**src/rtl/vid_boot_pkg.sv**
```systemverilog
package vid_boot_pkg;

  typedef enum logic [1:0] {
    EV_NONE  = 2'd0,
    EV_WARM  = 2'd1,
    EV_QUICK = 2'd2,
    EV_POWER = 2'd3
  } initKind_e;

  typedef struct packed {
    initKind_e initKind;
    logic      wrCtrl;
    logic      wrMask;
    logic      wrScroll;
    logic      wrAddr;
    logic      wrSpr;
    logic      incSpr;
    logic      wrData;
    logic      rdData;
    logic      rdStatus;
    logic      setVbl;
    logic      dmaGo;
  } strobe_t;

  localparam int REG_STATUS = 2;
  localparam int REG_DATA   = 7;

endpackage

```
**src/rtl/vid_boot_lfsr.sv**
```systemverilog
module vid_boot_lfsr #(
  parameter logic [7:0] SEED = 8'hB7
) (
  input  logic       clk,
  output logic [7:0] value
);
  logic [7:0] state;
  logic [7:0] nextState;

  // Free-running, never reset: its content at power-on is arbitrary.
  // A zero state (the one lock-up value) is replaced by the seed.
  always_comb begin
    if (state == 8'h00) nextState = SEED;
    else nextState = {state[6:0], state[7] ^ state[5] ^ state[4] ^ state[3]};
  end

  always_ff @(posedge clk) state <= nextState;

  assign value = (state == 8'h00) ? SEED : state;
endmodule

```
**src/rtl/vid_boot_ctrl.sv**
```systemverilog
module vid_boot_ctrl
  import vid_boot_pkg::*;
#(
  parameter int CNT_W      = 16,
  parameter int NTSC_LOCK  = 29658,
  parameter int NTSC_VBL1  = 27384,
  parameter int NTSC_FRAME = 29781,
  parameter int PAL_LOCK   = 33132,
  parameter int PAL_VBL1   = 25683,
  parameter int PAL_FRAME  = 33248
) (
  input  logic       clk,
  input  logic       powerOn,
  input  logic       warmReset,
  input  logic       quickCycle,
  input  logic       palMode,
  input  logic       busSel,
  input  logic       busWrite,
  input  logic [2:0] busAddr,
  input  logic       dmaTrig,
  output strobe_t    stb,
  output logic       unlocked
);
  localparam int NTSC_VBL2 = NTSC_VBL1 + NTSC_FRAME;
  localparam int PAL_VBL2  = PAL_VBL1 + PAL_FRAME;
  localparam int MAX_A     = (NTSC_VBL2 > PAL_VBL2) ? NTSC_VBL2 : PAL_VBL2;
  localparam int MAX_B     = (NTSC_LOCK > PAL_LOCK) ? NTSC_LOCK : PAL_LOCK;
  localparam int CNT_MAX   = (MAX_A > MAX_B) ? MAX_A : MAX_B;

  localparam logic [CNT_W-1:0] CNT_TOP  = CNT_W'(CNT_MAX);
  localparam logic [CNT_W-1:0] N_LOCK   = CNT_W'(NTSC_LOCK);
  localparam logic [CNT_W-1:0] P_LOCK   = CNT_W'(PAL_LOCK);
  localparam logic [CNT_W-1:0] N_SET1   = CNT_W'(NTSC_VBL1 - 1);
  localparam logic [CNT_W-1:0] N_SET2   = CNT_W'(NTSC_VBL2 - 1);
  localparam logic [CNT_W-1:0] P_SET1   = CNT_W'(PAL_VBL1 - 1);
  localparam logic [CNT_W-1:0] P_SET2   = CNT_W'(PAL_VBL2 - 1);

  logic             anyEv;
  initKind_e        evKind;
  logic [CNT_W-1:0] cnt;
  logic [CNT_W-1:0] lockLimit;
  logic [CNT_W-1:0] set1;
  logic [CNT_W-1:0] set2;
  logic             acc;
  logic             wr;
  logic             rd;

  // Event priority: cold power-on, then short power cycle, then warm reset.
  always_comb begin
    if (powerOn)         evKind = EV_POWER;
    else if (quickCycle) evKind = EV_QUICK;
    else if (warmReset)  evKind = EV_WARM;
    else                 evKind = EV_NONE;
  end
  assign anyEv = powerOn | quickCycle | warmReset;

  // Clocks since release; stops at the last threshold it must reach.
  always_ff @(posedge clk) begin
    if (anyEv)               cnt <= '0;
    else if (cnt != CNT_TOP) cnt <= cnt + 1'b1;
  end

  assign lockLimit = palMode ? P_LOCK : N_LOCK;
  assign set1      = palMode ? P_SET1 : N_SET1;
  assign set2      = palMode ? P_SET2 : N_SET2;
  assign unlocked  = (cnt >= lockLimit);

  assign acc = busSel & ~anyEv;
  assign wr  = acc & busWrite;
  assign rd  = acc & ~busWrite;

  always_comb begin
    stb          = '0;
    stb.initKind = evKind;
    stb.wrCtrl   = wr & (busAddr == 3'd0) & unlocked;
    stb.wrMask   = wr & (busAddr == 3'd1) & unlocked;
    stb.wrScroll = wr & (busAddr == 3'd5) & unlocked;
    stb.wrAddr   = wr & (busAddr == 3'd6) & unlocked;
    stb.wrSpr    = wr & (busAddr == 3'd3);
    stb.incSpr   = wr & (busAddr == 3'd4);
    stb.wrData   = wr & (busAddr == 3'(REG_DATA));
    stb.rdData   = rd & (busAddr == 3'(REG_DATA));
    stb.rdStatus = rd & (busAddr == 3'(REG_STATUS));
    stb.setVbl   = ~anyEv & ((cnt == set1) | (cnt == set2));
    stb.dmaGo    = dmaTrig & ~anyEv;
  end

  // the counter steps by one until its top, then stays there.
  p_cnt_step_r11: assert property (@(posedge clk) disable iff (anyEv)
    (cnt != CNT_TOP) |=> (cnt == $past(cnt) + 1'b1));
  p_cnt_hold_r11: assert property (@(posedge clk) disable iff (anyEv)
    (cnt == CNT_TOP) |=> (cnt == CNT_TOP));

endmodule

```
**src/rtl/vid_boot_dpath.sv**
```systemverilog
module vid_boot_dpath
  import vid_boot_pkg::*;
#(
  parameter logic [7:0]  QUICK_SPR  = 8'h2F,
  parameter logic [15:0] QUICK_ADDR = 16'h0001,
  parameter logic [7:0]  LFSR_SEED  = 8'hB7
) (
  input  logic        clk,
  input  strobe_t     stb,
  input  logic [2:0]  busAddr,
  input  logic [7:0]  busWData,
  input  logic [7:0]  vramRData,
  output logic [7:0]  busRData,
  output logic        dmaStart,
  output logic [7:0]  ctrlReg,
  output logic [7:0]  maskReg,
  output logic [15:0] scrollReg,
  output logic [15:0] vramAddr,
  output logic [7:0]  sprAddr
);
  logic        toggle;
  logic        vblFlag;
  logic [7:0]  readBuf;
  logic [7:0]  noise;
  logic [15:0] addrStep;

  vid_boot_lfsr #(.SEED(LFSR_SEED)) u_noise (
    .clk   (clk),
    .value (noise)
  );

  assign addrStep = ctrlReg[2] ? 16'd32 : 16'd1;

  always_ff @(posedge clk) begin
    dmaStart <= stb.dmaGo;
    case (stb.initKind)
      EV_POWER: begin
        ctrlReg   <= '0;
        maskReg   <= '0;
        scrollReg <= '0;
        toggle    <= 1'b0;
        vramAddr  <= '0;
        sprAddr   <= '0;
        vblFlag   <= 1'b0;
        readBuf   <= noise;
      end
      EV_QUICK: begin
        ctrlReg   <= '0;
        maskReg   <= '0;
        scrollReg <= '0;
        toggle    <= 1'b0;
        vramAddr  <= QUICK_ADDR;
        sprAddr   <= QUICK_SPR;
        vblFlag   <= 1'b1;
        readBuf   <= '0;
      end
      EV_WARM: begin
        ctrlReg   <= '0;
        maskReg   <= '0;
        scrollReg <= '0;
        toggle    <= 1'b0;
        readBuf   <= '0;
      end
      default: begin
        if (stb.wrCtrl) ctrlReg <= busWData;
        if (stb.wrMask) maskReg <= busWData;

        if (stb.rdStatus)                     toggle <= 1'b0;
        else if (stb.wrScroll || stb.wrAddr)  toggle <= ~toggle;

        if (stb.wrScroll) begin
          if (toggle) scrollReg[15:8] <= busWData;
          else        scrollReg[7:0]  <= busWData;
        end

        if (stb.wrAddr) begin
          if (toggle) vramAddr[7:0]  <= busWData;
          else        vramAddr[15:8] <= busWData;
        end else if (stb.wrData || stb.rdData) begin
          vramAddr <= vramAddr + addrStep;
        end

        if (stb.wrSpr)       sprAddr <= busWData;
        else if (stb.incSpr) sprAddr <= sprAddr + 8'd1;

        if (stb.setVbl)        vblFlag <= 1'b1;
        else if (stb.rdStatus) vblFlag <= 1'b0;

        if (stb.rdData) readBuf <= vramRData;
      end
    endcase
  end

  always_comb begin
    case (busAddr)
      3'(REG_STATUS): busRData = {vblFlag, 7'b0};
      3'(REG_DATA):   busRData = readBuf;
      default:        busRData = 8'h00;
    endcase
  end

  // a warm reset leaves the video and sprite addresses and the flag.
  p_warm_keep_r2: assert property (@(posedge clk) disable iff (stb.initKind == EV_POWER)
    (stb.initKind == EV_WARM) |=> ($stable(vramAddr) && $stable(sprAddr) && $stable(vblFlag)));
  // a short power cycle loads its own address and a set flag.
  p_quick_load_r3: assert property (@(posedge clk) disable iff (stb.initKind == EV_POWER)
    (stb.initKind == EV_QUICK) |=> (vramAddr == QUICK_ADDR && sprAddr == QUICK_SPR && vblFlag));
  // the flag rises only from a threshold strobe or a short power cycle.
  p_vbl_rise_r8: assert property (@(posedge clk) disable iff (stb.initKind == EV_POWER)
    $rose(vblFlag) |-> ($past(stb.setVbl) || $past(stb.initKind == EV_QUICK)));
  // a status read with no threshold strobe leaves the flag clear.
  p_vbl_clear_r10: assert property (@(posedge clk) disable iff (stb.initKind != EV_NONE)
    (stb.rdStatus && !stb.setVbl) |=> !vblFlag);

endmodule

```
**src/rtl/vid_boot_regs.sv**
```systemverilog
module vid_boot_regs
  import vid_boot_pkg::*;
#(
  parameter int          CNT_W      = 16,
  parameter int          NTSC_LOCK  = 29658,
  parameter int          NTSC_VBL1  = 27384,
  parameter int          NTSC_FRAME = 29781,
  parameter int          PAL_LOCK   = 33132,
  parameter int          PAL_VBL1   = 25683,
  parameter int          PAL_FRAME  = 33248,
  parameter logic [7:0]  QUICK_SPR  = 8'h2F,
  parameter logic [15:0] QUICK_ADDR = 16'h0001,
  parameter logic [7:0]  LFSR_SEED  = 8'hB7
) (
  input  logic        clk,
  input  logic        powerOn,
  input  logic        warmReset,
  input  logic        quickCycle,
  input  logic        palMode,
  input  logic        busSel,
  input  logic        busWrite,
  input  logic [2:0]  busAddr,
  input  logic [7:0]  busWData,
  output logic [7:0]  busRData,
  input  logic [7:0]  vramRData,
  input  logic        dmaTrig,
  output logic        dmaStart,
  output logic [7:0]  ctrlReg,
  output logic [7:0]  maskReg,
  output logic [15:0] scrollReg,
  output logic [15:0] vramAddr,
  output logic [7:0]  sprAddr
);
  strobe_t stb;
  logic    unlocked;
  logic    anyEv;

  assign anyEv = powerOn | warmReset | quickCycle;

  vid_boot_ctrl #(
    .CNT_W(CNT_W), .NTSC_LOCK(NTSC_LOCK), .NTSC_VBL1(NTSC_VBL1), .NTSC_FRAME(NTSC_FRAME),
    .PAL_LOCK(PAL_LOCK), .PAL_VBL1(PAL_VBL1), .PAL_FRAME(PAL_FRAME)
  ) u_ctrl (
    .clk(clk), .powerOn(powerOn), .warmReset(warmReset), .quickCycle(quickCycle),
    .palMode(palMode), .busSel(busSel), .busWrite(busWrite), .busAddr(busAddr),
    .dmaTrig(dmaTrig), .stb(stb), .unlocked(unlocked)
  );

  vid_boot_dpath #(
    .QUICK_SPR(QUICK_SPR), .QUICK_ADDR(QUICK_ADDR), .LFSR_SEED(LFSR_SEED)
  ) u_dpath (
    .clk(clk), .stb(stb), .busAddr(busAddr), .busWData(busWData), .vramRData(vramRData),
    .busRData(busRData), .dmaStart(dmaStart), .ctrlReg(ctrlReg), .maskReg(maskReg),
    .scrollReg(scrollReg), .vramAddr(vramAddr), .sprAddr(sprAddr)
  );

  // a locked control write leaves the control register unchanged.
  p_lock_ctrl_r4: assert property (@(posedge clk) disable iff (anyEv)
    (busSel && busWrite && busAddr == 3'd0 && !unlocked) |=> $stable(ctrlReg));
  // the same holds for the scroll offset in either timing mode.
  p_lock_scroll_r5: assert property (@(posedge clk) disable iff (anyEv)
    (busSel && busWrite && busAddr == 3'd5 && !unlocked) |=> $stable(scrollReg));
  // a DMA request gives a start pulse on the next cycle.
  p_dma_pulse_r14: assert property (@(posedge clk) disable iff (anyEv)
    dmaTrig |=> dmaStart);

endmodule

```
**config.mk**
```make
export PLATFORM = sky130hd
export DESIGN_NAME = vid_boot_regs
export DESIGN_NICKNAME = d
export VERILOG_FILES = /design/src/rtl/vid_boot_pkg.sv /design/src/rtl/vid_boot_lfsr.sv /design/src/rtl/vid_boot_ctrl.sv /design/src/rtl/vid_boot_dpath.sv /design/src/rtl/vid_boot_regs.sv
export SDC_FILE = /design/constraint.sdc
export NUM_CORES = 1
export LEC_CHECK = 0
export ABC_CLOCK_PERIOD_IN_PS = 3950
export CAP_MARGIN = 10
export CORE_UTILIZATION = 52
export DETAILED_ROUTE_END_ITERATION = 10
export GPL_ROUTABILITY_DRIVEN = 0
export GPL_TIMING_DRIVEN = 0
export PLACE_DENSITY = 0.83
export SYNTH_ARGS = -nofsm -noshare
export SYNTH_HDL_FRONTEND = slang
export SYNTH_SLANG_ARGS = --single-unit
export TNS_END_PERCENT = 20
```
**constraint.sdc**
```tcl
create_clock -name clk -period 3.95 [get_ports clk]
set_input_delay 0.9875 -clock clk [delete_from_list [all_inputs] [get_ports clk]]
set_output_delay 0.9875 -clock clk [all_outputs]
set_load 0.005 [all_outputs]
```
Word-level counts from Yosys, hierarchy flattened. Index checks and enable logic that the tools add are counted.

Flip-flop bits (word level): 91. Word-level logic and storage cells: 99. Bits in writable memories: 0. Output and inout bits: 65. Memory bits (read-only): 0. Bits of input ports: 27. Latch bits: 0. Memories: 0.

Reduce and logical (&&, ||, !) cells: 17. Eq/ne operators: 15. Magnitude comparators: 1. Multiplexer cells: 22. Add/sub/neg operators: 3. Shift operators: 0. Divide/modulo/power cells: 0. Bitwise logic cells: 28. Multipliers: 0.

Operator list (count): $mux 16 (3); $mux 8 (6); $pmux 16 s3 (1); $eq 16x16->1 (2); $pmux 8 s2 (2); $pmux 8 s3 (1); $and 1x1->1 (18); $add 16x1->16 const B (1); $add 16x16->16 (1); $ge 16x16->1 (1); $ne 16x16->1 const B (1); $mux 14 (1); $eq 3x3->1 const B (4); $mux 12 (1); $reduce_bool 4->1 (3); $add 8x1->8 const B (1); $logic_not 8->1 (1); $ne 4x4->1 const B (2); $reduce_and 2->1 (4); $eq 3x2->1 const B (2); $mux 6 (1); $reduce_and 3->1 (2); $eq 2x2->1 const B (2); $mux 2 (2); 13 further kinds (23).

Logic depth before layout (Yosys ltp).
Word-level depth: 10. Mapped depth: 9. Gate-level depth less buffers: 9.

Modules after synthesis. A second synthesis with hierarchy kept.

Cells, all modules: 512. Area total of the unflattened synthesis: 4849.7 sq um.

Modules (own cells, without submodules): vid_boot_dpath (sequential area each 1671.6 sq um, instances 1, cells an instance 330, area each 3329.4 sq um); vid_boot_ctrl (sequential area each 320.3 sq um, instances 1, cells an instance 151, area each 1191.1 sq um); vid_boot_lfsr (sequential area each 160.2 sq um, instances 1, cells an instance 31, area each 329.1 sq um).

Least setup slack after synthesis. Ideal clock, no wire load.

Path kind: input port to flip-flop. From: in palMode. To: reg u_dpath.vramAddr[0] (enable). Slack: 0.501 ns. Arrival time: 3.071 ns. Library setup time: 0.378 ns. Data required time: 3.572 ns. Stages on the path: 8. Buffers on the path: 1. Cells stage by stage: inv_1 -> ha_1 -> o211ai_1 -> a311oi_1 -> o21ai_1 -> a211o_1 -> clkbuf_1 -> a31oi_1.

Word-level cells in the longest chain between the ends: 5. Elaborated cells on any way between the ends: 6. Classes of those cells: order compare (1); eq/ne (1); mux (1); bitwise (1); reduce/logical (2).

Ends and longest elaborated chain: from (decl) (RTL line vid_boot_regs.sv:19) `input logic palMode,`; $mux 16 * (RTL line vid_boot_ctrl.sv:63) `assign lockLimit = palMode ? P_LOCK : N_LOCK;`; $ge 16x16->1 * (RTL line vid_boot_ctrl.sv:66) `assign unlocked = (cnt >= lockLimit);`; $and 1x1->1 * (RTL line vid_boot_ctrl.sv:78) `stb.wrAddr = wr & (busAddr == 3'd6) & unlocked;`; $ne 4x4->1 (no source line) or $reduce_bool 4->1 (tied branches); $reduce_and 3->1 (no source line) *; to (signal assigned) (RTL line vid_boot_dpath.sv:77) `if (toggle) vramAddr[7:0] <= busWData;`; to (signal assigned) (RTL line vid_boot_dpath.sv:80) `vramAddr <= vramAddr + addrStep;`; to (decl) (RTL line vid_boot_dpath.sv:18) `output logic [15:0] vramAddr,`.

Every way passes the cells marked *; elsewhere a longest branch is shown, timed or not. A chain may end at the register's enable or synchronous reset.

Final worst setup path.
From: in busAddr[2]. To: out busRData[3].

Word-level cells in the longest chain between the ends: 2. Elaborated cells on any way between the ends: 3. Classes of those cells: eq/ne (2); mux (1).

Ends and longest elaborated chain: from (decl) (RTL line vid_boot_regs.sv:22) `input logic [2:0] busAddr,`; $eq 3x3->1 or $eq 3x2->1 (tied branches) (RTL line vid_boot_dpath.sv:95) `case (busAddr)`; $pmux 8 s2 * (RTL line vid_boot_dpath.sv:95); to (decl) (RTL line vid_boot_regs.sv:24) `output logic [7:0] busRData,`.

Marked as above.

==> summary.txt <==
CTS
  • Clk buf depth: 2
  • TritonCTS clock tree: built
  • TritonCTS Buffers: 9
  • Clk_lat worst skew: ~360 ps
  • Root buf cell: clkbuf_8
  • Register clock-pin slew on the reported worst setup and hold paths: about 90 ps
  • CTS sink count: around 90
  • Depth of the CTS H-tree: 3
  • Hold-fix buffers, CTS: 0

Run
  • Max_cap viols: 0

GRT
  • Met2 Track Usage GR: a little over two fifths
  • Vias in the first global route: 3,631
  • Grt peak-use layer: met2
  • Met3 Use GR: 3.67%
  • Met1 Usage GRT: about a third
  • Total track usage: 25.9%
  • Initial antenna violation count: 0
  • Global-route wire length before repair: approximately 18 mm
  • Pin count of the biggest net entering global routing: 17
  • Grt ovf: 0

Routing
  • Post-DR vias/cell: between 5 and 6
  • DR iter-0 viols: around 230
  • Routed Antenna Nets: 0
  • DRC viols: 0
  • Wirelength per Cell: roughly 17 um
  • Total Wirelength: 11.2 mm
  • Pre-Repair DR Iteration Count: 4
  • Vias: 3,870

Finish
  • Layout area overhead: 28.5%
  • Layout Nets: roughly 600
  • Ant. Diodes: 0
  • Share of layout cells above drive strength 1: under 10%
  • Design area: between 0.005 and 0.006 mm^2

Floorplan
  • Placeable Area: approximately 0.0083 mm^2
  • Initial core utilization: roughly 54%
  • Die W: 95.5 um
  • Core Rows: 33
  • # IOs: 92
  • Die Y: around 95 um
  • Die area: 0.00911 mm^2

Synth
  • Part of the Yosys area used for sequential elements: a little under half
  • Yosys cell types: 51
  • Mapped Avg Cell Area: slightly below 10 um^2
  • Most numerous cell in the Yosys netlist: dfxtp_1
  • Synthesized flop and latch total: 91
  • Synth Instances: around 460
  • Top FF cell, synth: dfxtp_1
  • Area leader, netlist: dfxtp_1
  • Share of the synthesized area in the top cell type: between 20% and 30%
  • Ys Warns: 0
  • Commonest cells post-synth: 58 x dfxtp_1, 57 x nor2_1, 36 x mux2i_1
  • Post-synth EDFFs: 33
  • Synth area leaders: dfxtp_1 26%, edfxtp_1 22%, mux2i_1 7.9%
  • Mapped Area: between 0.004 and 0.005 mm^2
  • Synth async-reset ratio: 0%
  • Synthesized net count: ~500

Setup path
  • Worst reg2reg path endpoint: u_dpath.vramAddr[15]$_DFFE_PP_
  • Crit end category: primary output
  • Setup crit start: busAddr[2]
  • Critical Path RT: around 3000 ps
  • R2R depth: 10
  • Worst r2r src: u_ctrl.cnt[1]$_SDFFE_PP0P_
  • CP Launch Type: input pin
  • CP Max Fanout: 9
  • Worst setup path end: busRData[3]
  • FF-to-FF setup slack: roughly 1100 ps
  • Data arrival, critical path: 2710 ps
  • Crit path kind: in -> out

STA
  • Clock skew: 7.67 ps
  • Slew Limit Fails: 0
  • Fmax: between 0.2 and 0.3 GHz
  • Final hold violations: 0
  • Max_slew headroom: 57.4%
  • Fin crit share: slightly above 90%
  • Tmin final: 3700 ps
  • Final setup margin: 253 ps
  • WHS: 452 ps
  • Worst-Margin Slew: 634 ps
  • Unrepaired setup endpoints after global routing: no
  • Final setup fails: 0

Power and ir drop
  • Pwr/cell area: between 300 and 400 mW/mm^2
  • Total power: approximately 1.8 mW
  • Pleak: between 1.5 and 2 nW
  • IR drop worst, VDD: approximately 200 uV

Status
  • Status: finished clean

Placed design
  • Worst slack, placed: -804 ps
  • Port bufs: 90
  • Hpwl dp: 8.17 mm
  • Dpl cell area: between 0.005 and 0.006 mm^2

Hold path
  • Hold Path Class: reg -> reg
state kept, by name, indices dropped and copies added (netlist names):
register               count
u_ctrl.cnt                16
u_dpath.scrollReg         16
u_dpath.vramAddr          16
u_dpath.ctrlReg            8
u_dpath.maskReg            8
u_dpath.readBuf            8
u_dpath.sprAddr            8
u_dpath.u_noise.state      8
u_dpath.dmaStart           1
u_dpath.toggle             1
u_dpath.vblFlag            1
stage by stage:
step                      cells  utilization [%]  TNS, ps
after global routing        674             70.0        0
after detailed placement    657             66.8   -20450
final                       674             70.0        0
after CTS                   674             70.0        0
after global placement      657             66.8   -15870
after floorplan             462                -        0
worst min-delay path by stage:
stage / from / endpoint / slack [ps] / cells after the start
after floorplan: u_dpath.u_noise.state[2]$_SDFF_PP1_ / u_dpath.u_noise.state[3]$_SDFF_PP0_ / 420 / 1
after global placement: u_dpath.u_noise.state[2]$_SDFF_PP1_ / u_dpath.u_noise.state[3]$_SDFF_PP0_ / 440 / 1
after detailed placement: u_dpath.u_noise.state[2]$_SDFF_PP1_ / u_dpath.u_noise.state[3]$_SDFF_PP0_ / 440 / 1
after CTS: u_dpath.u_noise.state[2]$_SDFF_PP1_ / u_dpath.u_noise.state[3]$_SDFF_PP0_ / 450 / 1
after global routing: u_dpath.u_noise.state[2]$_SDFF_PP1_ / u_dpath.u_noise.state[3]$_SDFF_PP0_ / 480 / 1
final: u_dpath.u_noise.state[2]$_SDFF_PP1_ / u_dpath.u_noise.state[3]$_SDFF_PP0_ / 450 / 1
cells by family after synthesis:
kind of cell	share of synthesized area (%)
mux	7.93
simple gates	19.4
fa+ha+maj	4.13
buf+inv	3.11
xor+xnor	6.36
flops	47.4
compound gates	11.6
worst max-delay path, stage by stage:
cell and delay [ps]:
clkdlybuf4s50_1 600, and3_1 190, clkbuf_1 260, and2_1 170, clkdlybuf4s50_1 490
repair_timing:
item                                    CTS  global route
pin swaps                                 1             0
gates resized for setup                   6             1
endpoints found under the setup margin   16            26
setup buffers                             1             0
endpoints found under the hold margin     0             0
cells in the final DEF (no fill, tap or decap), types with 2 or more instances in the layout:
cell             count
clkbuf_8            11
a211oi_1             4
or2_1                3
nor4_1               5
o21ai_1             11
a21oi_1             29
ha_1                15
or3_1                7
o221ai_1             2
xor2_1              23
clkbuf_1            21
nor2_1              57
clkinv_4             2
inv_1               10
clkdlybuf4s50_1     89
nor4b_1              3
mux2i_1             36
and2_1               8
and3_1               8
o211ai_1             2
nand4_1              7
a21o_1               2
nand2b_1            11
edfxtp_1            33
nand3_1             20
a211oi_4             2
buf_2                2
xnor2_1             10
o21ai_0              5
dfxtp_1             58
nand2_1             29
a31oi_4              2
a22o_1               8
nand4b_1             2
nor3b_1              2
nor3_1               6
power by group:
part           switching, mW  total [mW]  internal [mW]
Clock                  0.353       0.626          0.273
Combinational         0.0860       0.178         0.0917
Sequential            0.0206        1.02          0.998
layout make-up:
type	count	area (um^2)
Fill cell	645	2500
Multi-Input combinational cell	336	2290
Sequential cell	91	2150
Timing Repair Buffer	91	923
Clock buffer	11	151
Tap cell	105	131
Buffer	25	104
Clock inverter	5	43.8
Inverter	10	37.5
layer usage:
| layer | routed length (um) | share of wire [%] | vias up |
|---|---|---|---|
| met5 | 0 | 0 | - |
| met4 | 269 | 2.4 | 0 |
| met3 | 814 | 7.3 | 28 |
| met2 | 5260 | 47 | 183 |
| met1 | 4880 | 43 | 1804 |
| li1 | - | - | 1855 |
(Power assumes the default switching activity.)
